`src/rtl/simd_seq_pkg.sv`:
```
package simd_seq_pkg;

   typedef enum logic [3:0] {
      OP_NOP    = 4'd0,
      OP_LOADI  = 4'd1,
      OP_ADDI   = 4'd2,
      OP_XORI   = 4'd3,
      OP_MOVN   = 4'd4,
      OP_CMPLT  = 4'd5,
      OP_MASKF  = 4'd6,
      OP_UNMASK = 4'd7,
      OP_IF     = 4'd8,
      OP_ELSE   = 4'd9,
      OP_ENDIF  = 4'd10
   } simd_op_e;

   typedef enum logic [1:0] {
      DIR_UP    = 2'd0,
      DIR_DOWN  = 2'd1,
      DIR_LEFT  = 2'd2,
      DIR_RIGHT = 2'd3
   } simd_dir_e;

   typedef struct packed {
      simd_op_e  op;
      simd_dir_e dir;
   } simd_cmd_t;

endpackage

```
`src/rtl/simd_seq_ctrl.sv`:
```
module simd_seq_ctrl
   import simd_seq_pkg::*;
(
   input  logic       clk,
   input  logic       rst_n,
   input  logic       instr_valid,
   input  logic [3:0] instr_op,
   input  logic [1:0] instr_dir,
   output simd_cmd_t  cmd,
   output logic       br_open,
   output logic       br_else,
   output logic       done
);

   simd_op_e raw_op;
   logic     accept;

   // Decode and filter: branch codes that break the one-level rule become NOP.
   always_comb begin
      raw_op = simd_op_e'(instr_op);
      accept = 1'b0;
      if (instr_valid) begin
         case (raw_op)
            OP_LOADI, OP_ADDI, OP_XORI, OP_MOVN,
            OP_CMPLT, OP_MASKF, OP_UNMASK: accept = 1'b1;
            OP_IF:    accept = !br_open;
            OP_ELSE:  accept = br_open && !br_else;
            OP_ENDIF: accept = br_open;
            default:  accept = 1'b0;
         endcase
      end
      cmd.op  = accept ? raw_op : OP_NOP;
      cmd.dir = simd_dir_e'(instr_dir);
   end

   always_ff @(posedge clk or negedge rst_n) begin
      if (!rst_n) begin
         br_open <= 1'b0;
         br_else <= 1'b0;
         done    <= 1'b0;
      end else begin
         done <= instr_valid;
         case (cmd.op)
            OP_IF:   br_open <= 1'b1;
            OP_ELSE: br_else <= 1'b1;
            OP_ENDIF: begin
               br_open <= 1'b0;
               br_else <= 1'b0;
            end
            default: ;
         endcase
      end
   end

endmodule

```
`src/rtl/simd_pe.sv`:
```
module simd_pe
   import simd_seq_pkg::*;
#(
   parameter int DATA_W = 16
) (
   input  logic              clk,
   input  logic              rst_n,
   input  simd_op_e          op,
   input  logic [DATA_W-1:0] imm,
   input  logic [DATA_W-1:0] nbr_in,
   output logic [DATA_W-1:0] acc_q,
   output logic              mask_q,
   output logic              flag_q,
   output logic              save_q
);

   logic live;
   assign live = !mask_q;

   always_ff @(posedge clk or negedge rst_n) begin
      if (!rst_n) begin
         acc_q  <= '0;
         mask_q <= 1'b0;
         flag_q <= 1'b0;
         save_q <= 1'b0;
      end else begin
         case (op)
            OP_LOADI:  if (live) acc_q <= imm;
            OP_ADDI:   if (live) acc_q <= acc_q + imm;
            OP_XORI:   if (live) acc_q <= acc_q ^ imm;
            OP_MOVN:   if (live) acc_q <= nbr_in;
            OP_CMPLT:  if (live) flag_q <= (acc_q < imm);
            OP_MASKF:  if (live && flag_q) mask_q <= 1'b1;
            OP_UNMASK: mask_q <= 1'b0;
            OP_IF: begin
               save_q <= mask_q;
               if (live && !flag_q) mask_q <= 1'b1;
            end
            OP_ELSE:   if (!save_q) mask_q <= !mask_q;
            OP_ENDIF:  mask_q <= save_q;
            default: ;
         endcase
      end
   end

endmodule

```
`src/rtl/simd_grid_route.sv`:
```
module simd_grid_route
   import simd_seq_pkg::*;
#(
   parameter int GRID_W = 4,
   parameter int GRID_H = 4,
   parameter int DATA_W = 16,
   parameter int NUM_PE = GRID_W * GRID_H
) (
   input  logic [NUM_PE-1:0][DATA_W-1:0] src,
   input  simd_dir_e                     dir,
   output logic [NUM_PE-1:0][DATA_W-1:0] dst
);

   if (NUM_PE != GRID_W * GRID_H) begin : g_bad_count
      $error("simd_grid_route: NUM_PE must equal GRID_W*GRID_H");
   end

   for (genvar r = 0; r < GRID_H; r++) begin : g_row
      for (genvar c = 0; c < GRID_W; c++) begin : g_col
         localparam int IDX = r * GRID_W + c;
         logic [DATA_W-1:0] from_up, from_down, from_left, from_right;

         if (r > 0) begin : g_up
            assign from_up = src[IDX-GRID_W];
         end else begin : g_up_edge
            assign from_up = '0;
         end

         if (r < GRID_H - 1) begin : g_down
            assign from_down = src[IDX+GRID_W];
         end else begin : g_down_edge
            assign from_down = '0;
         end

         if (c > 0) begin : g_left
            assign from_left = src[IDX-1];
         end else begin : g_left_edge
            assign from_left = '0;
         end

         if (c < GRID_W - 1) begin : g_right
            assign from_right = src[IDX+1];
         end else begin : g_right_edge
            assign from_right = '0;
         end

         assign dst[IDX] = (dir == DIR_UP)   ? from_up   :
                           (dir == DIR_DOWN) ? from_down :
                           (dir == DIR_LEFT) ? from_left : from_right;
      end
   end

endmodule

```
`src/rtl/simd_branch_seq.sv`:
```
module simd_branch_seq
   import simd_seq_pkg::*;
#(
   parameter  int GRID_W = 4,
   parameter  int GRID_H = 4,
   parameter  int DATA_W = 16,
   localparam int NUM_PE = GRID_W * GRID_H,
   localparam int IDX_W  = (NUM_PE > 1) ? $clog2(NUM_PE) : 1
) (
   input  logic              clk,
   input  logic              rst_n,
   input  logic              instr_valid,
   input  logic [3:0]        instr_op,
   input  logic [DATA_W-1:0] instr_imm,
   input  logic [1:0]        instr_dir,
   output logic              done,
   input  logic [IDX_W-1:0]  rd_idx,
   output logic [DATA_W-1:0] rd_data,
   output logic              rd_mask,
   output logic              rd_flag
);

   if (GRID_W < 1 || GRID_H < 1) begin : g_bad_grid
      $error("simd_branch_seq: grid dimensions must be at least 1");
   end
   if (DATA_W < 1) begin : g_bad_width
      $error("simd_branch_seq: DATA_W must be at least 1");
   end

   simd_cmd_t                     cmd;
   logic                          br_open;
   logic                          br_else;
   logic [NUM_PE-1:0][DATA_W-1:0] acc_arr;
   logic [NUM_PE-1:0][DATA_W-1:0] nbr_arr;
   logic [NUM_PE-1:0]             mask_vec;
   logic [NUM_PE-1:0]             flag_vec;
   logic [NUM_PE-1:0]             save_vec;

   simd_seq_ctrl u_ctrl (
      .clk         (clk),
      .rst_n       (rst_n),
      .instr_valid (instr_valid),
      .instr_op    (instr_op),
      .instr_dir   (instr_dir),
      .cmd         (cmd),
      .br_open     (br_open),
      .br_else     (br_else),
      .done        (done)
   );

   simd_grid_route #(
      .GRID_W (GRID_W),
      .GRID_H (GRID_H),
      .DATA_W (DATA_W),
      .NUM_PE (NUM_PE)
   ) u_route (
      .src (acc_arr),
      .dir (cmd.dir),
      .dst (nbr_arr)
   );

   for (genvar i = 0; i < NUM_PE; i++) begin : g_pe
      simd_pe #(.DATA_W(DATA_W)) u_pe (
         .clk    (clk),
         .rst_n  (rst_n),
         .op     (cmd.op),
         .imm    (instr_imm),
         .nbr_in (nbr_arr[i]),
         .acc_q  (acc_arr[i]),
         .mask_q (mask_vec[i]),
         .flag_q (flag_vec[i]),
         .save_q (save_vec[i])
      );
   end

   // Readback: full-range index needs no guard; otherwise out-of-range reads zero.
   if (NUM_PE == (1 << IDX_W)) begin : g_rd_full
      always_comb begin
         rd_data = acc_arr[rd_idx];
         rd_mask = mask_vec[rd_idx];
         rd_flag = flag_vec[rd_idx];
      end
   end else begin : g_rd_guard
      always_comb begin
         rd_data = '0;
         rd_mask = 1'b0;
         rd_flag = 1'b0;
         for (int k = 0; k < NUM_PE; k++) begin
            if (rd_idx == IDX_W'(k)) begin
               rd_data = acc_arr[k];
               rd_mask = mask_vec[k];
               rd_flag = flag_vec[k];
            end
         end
      end
   end

endmodule

```
`config.mk`:
```
export PLATFORM = sky130hd
export DESIGN_NAME = simd_branch_seq
export DESIGN_NICKNAME = d
export VERILOG_FILES = /design/src/rtl/simd_seq_pkg.sv /design/src/rtl/simd_seq_ctrl.sv /design/src/rtl/simd_pe.sv /design/src/rtl/simd_grid_route.sv /design/src/rtl/simd_branch_seq.sv
export SDC_FILE = /design/constraint.sdc
export NUM_CORES = 2
export LEC_CHECK = 0
export BUFFER_PORTS_ARGS = -buffer_cell sky130_fd_sc_hd__buf_2
export CAP_MARGIN = 20
export CORE_MARGIN = 2
export CORE_UTILIZATION = 65
export CTS_BUF_LIST = sky130_fd_sc_hd__clkbuf_2 sky130_fd_sc_hd__clkbuf_4 sky130_fd_sc_hd__clkbuf_8
export DETAILED_ROUTE_END_ITERATION = 10
export PLACE_DENSITY = 0.82
export SYNTH_ARGS = -nofsm -noshare
export SYNTH_HDL_FRONTEND = slang
export SYNTH_SLANG_ARGS = --single-unit
```
`constraint.sdc`:
```
create_clock -name clk -period 7.5 [get_ports clk]
set_clock_uncertainty 0.1 [all_clocks]
set_input_delay 0.375 -clock clk [delete_from_list [all_inputs] [get_ports clk]]
set_output_delay 0.375 -clock clk [all_outputs]
set_load 0.1 [all_outputs]
```
==> results.md <==
- Slew Viols, Final: 0
- Hold depth: 4
- Crit-path max cell delay: 0.61 ns
- NumNets Final: 5033
- Sw frac: 52.3%
- Row cnt: 89
- Slowest-stage cell, CP: a31oi_1
- Arrival @ worst endpoint: 4.22 ns
- Post-synth net total: between 5000 and 6000
- Synthesized area per cell: 8.38 um^2
- Initial antenna violation count: 3
- Crit path max fanout: 34
- Final setup viols: 0
- Critical path endpoint category: flip-flop
- Post-synth top area share: 19.9%
- Buffers on Ports: 47
- Async S/R FF share, synth: 100%
- Fmax: 267 MHz
- Pre-CTS WS: 3.15 ns
- PD cells: 363 mW/mm^2
- Worst vdd ir: 0.257 mV
- Post-synth EDFFs: 0
- P_int: 0.00704 W
- P_sw: 0.00770 W
- Hold slack: 0.00807 ns
- Vias in the first global route: 38046
- GRT Total Usage: just under 50%
- CP Buf/Inv Count: 3
- Post-CTS Setup Inserts: 0
- Initial Utilization: about two thirds
- Kind of critical path: input port to flip-flop
- Total of max-cap violations: 0
- Combinational Power Share: between 50 and 60%
- Hold Path Origin: instr_op[2]
- Netlist Area Pre-Place: slightly below 0.04 mm^2
- Worst slew pin tran: 1.18 ns
- Worst Slack Setup Final: 3.75 ns
- Required @ worst endpoint: 7.97 ns
- Share of post-route cells with drive strength above 1: 11.5%
- Post-synthesis sequential area ratio: 19.9%
- Fin crit period: about 3.7 ns
- Top post-synthesis cells by area: dfrtp_1 20%, ha_1 16%, mux4_2 9.0%, a21oi_1 6.7%, o21ai_0 6.4%
- Post-synth top area cell: dfrtp_1
- Slew headroom: 19.4%
- Clk sinks: 307
- DR iter-0 viols: 6179
- Core area: 0.0589 mm^2
- Setup TNS Final: 0 ns
- Cell count after synthesis: 4617
- Layout area overhead: 5.00%
- Root Driver: clkbuf_8
- Number of routed nets with antenna violations: 0
- Most common cell in the netlist: a21oi_1
- Pre-Repair DR Iteration Count: 7
- Full die area: 0.0615 mm^2
- R2r endpoint: g_pe[3].u_pe.acc_q[14]$_DFFE_PN0P_
- #FFs+latches synth: 307
- Vias/cell: 7.47
- Yosys warns: 0
- Status: completed
- Min-Delay Endpoint: g_pe[15].u_pe.flag_q$_DFFE_PN0P_
- Post-synth cell types: just over 90
- Inserted Clock Buffers: 61
- First-pass GRT wire length: 225000 um
- Clock-pin slew on the worst setup and hold paths: approximately 0.060 ns
- Worst-Skew Late Latency: about 0.76 ns
- Family with the most delay on the worst path: compound AO/OA/AOI/OAI gates
- GPL Wtd Cong: 1.02
- Dominant synthesized flop cell: dfrtp_1
- Post-detail-place hpwl: 108000 um
- Die width: approximately 250 um
- Wire per inst: 28.3 um
- Remaining DRCs: 0
- Final hold vios: 0
- Most instantiated cells after synthesis: 516 x a21oi_1, 497 x o21ai_0, 496 x ha_1
- Post-CTS Resized: 0
- DRT Wirelength: 150000 um
- CTS max path bufs: 3
- Clock Power Share: 13.6%
- Critical R2R Launch: g_pe[3].u_pe.acc_q[2]$_DFFE_PN0P_
- Flop pwr share: between 20% and 30%
- CTS tree: built
- Setup slack, reg-to-reg: about 4.0 ns
- Worst Reg-to-Reg Cells: 9
- Period utilisation layout: 50.0%
- Total congestion overflow: 0
- Die H: 248 um
- Pin count of the biggest net entering global routing: 133
- LEAKAGE: 17.0 nW
- Crit-path cells: buf_2 -> buf_4 -> inv_1 -> ha_1 -> nand2b_1 -> a221oi_1 -> o311ai_0 -> a31oi_1 -> a211oi_1 -> xor2_1 -> a21oi_1 -> o21ai_0
- RSZ-0062 raised after global routing: false
- Total number of vias: 39686
- I/O pin total: 48
- Worst setup SP type: input port
- Htree depth: 2
- HP Class: input port to flip-flop
-- worst min-delay path, stage by stage --
cell and delay, ns:
buf_2 0.15, nand4b_1 0.17, nand2_1 0.06, o21ai_0 0.07
-- repair_timing --
| action | CTS | global route |
|---|---|---|
| hold endpoints to repair | 62 | 0 |
| setup endpoints to repair | 0 | 0 |
| hold buffers | 3 | 0 |
-- cells in the final DEF, fill, tap and decap left out, drive strengths merged, types with 57 or more instances in the layout --
cell	count
mux2i	112
xnor2	103
nand2b	64
nor3	94
a221oi	57
nor2b	68
clkbuf	108
dfrtp	307
buf	96
o21ai	508
inv	201
a21oi	516
a31oi	64
mux4	154
nand2	282
nor2	404
ha	496
a22oi	90
mux2	79
-- kinds of logic (layout without fill, tap and decap cells) --
| family | after synthesis | count (layout) | synth area share (%) |
|---|---|---|---|
| fa+ha+maj | 512 | 512 | 16.9 |
| other cells | 0 | 3 | 0 |
| buf+inv | 489 | 411 | 5.04 |
| mux | 345 | 345 | 14.2 |
| simple gates | 1117 | 1117 | 13.6 |
| flops | 307 | 307 | 19.9 |
| xor+xnor | 152 | 152 | 3.44 |
| compound gates | 1695 | 1695 | 27.0 |
-- power groups by stage --
| stage | Sequential [W] | Combinational [W] | Clock, W |
|---|---|---|---|
| after floorplan | 0.00327 | 0.00641 | 0 |
| after global placement | 0.00405 | 0.00802 | 0 |
| after detailed placement | 0.00409 | 0.00818 | 0 |
| after CTS | 0.00407 | 0.00823 | 0.00198 |
| after global routing | 0.00428 | 0.00920 | 0.00204 |
| final | 0.00425 | 0.00849 | 0.00200 |
-- through the flow --
step	power (W)	instances	util, %	area [um^2]
2_1_floorplan	0.00968	4617	-	38700
3_3_place_gp	0.0121	5198	66.5	39200
3_5_place_dp	0.0123	5198	66.5	39200
4_1_cts	0.0143	5311	68.9	40600
5_1_grt	0.0155	5313	68.9	40600
6_report	0.0147	5315	68.9	40600
-- routing by layer --
metal	vias up	track usage, %	part of all wire (%)
li1	16993	-	-
met1	18847	64.8	37
met2	3275	69.8	42
met3	567	13.7	15
met4	4	26.9	6.2
met5	-	0	0.029
-- area by class of cell --
class | instances | area [um^2]
Inverter | 201 | 754
Antenna cell | 3 | 7.51
Clock buffer | 107 | 1330
Multi-Input combinational cell | 3821 | 29100
Clock inverter | 3 | 17.5
Tap cell | 773 | 967
Fill cell | 4802 | 18300
Sequential cell | 307 | 7680
Timing Repair Buffer | 100 | 714
-- worst max-delay path by stage --
stage	start	endpoint	slack, ns	depth (start not counted)
4_1_cts	rd_idx[0]	rd_data[9]	3.81	5
2_1_floorplan	rd_idx[0]	rd_flag	4.63	5
5_1_grt	instr_imm[1]	g_pe[1].u_pe.acc_q[15]$_DFFE_PN0P_	3.60	12
3_5_place_dp	instr_imm[1]	g_pe[1].u_pe.acc_q[13]$_DFFE_PN0P_	3.15	11
3_3_place_gp	instr_imm[1]	g_pe[1].u_pe.acc_q[13]$_DFFE_PN0P_	3.24	11
6_report	instr_imm[1]	g_pe[1].u_pe.acc_q[15]$_DFFE_PN0P_	3.75	12
-- flip-flops by register name, indices dropped and copies added (netlist names) --
name              flops
g_pe.u_pe.acc_q     256
g_pe.u_pe.flag_q     16
g_pe.u_pe.mask_q     16
g_pe.u_pe.save_q     16
u_ctrl.br_else        1
u_ctrl.br_open        1
u_ctrl.done           1
Power figures use the tool's default switching activity.
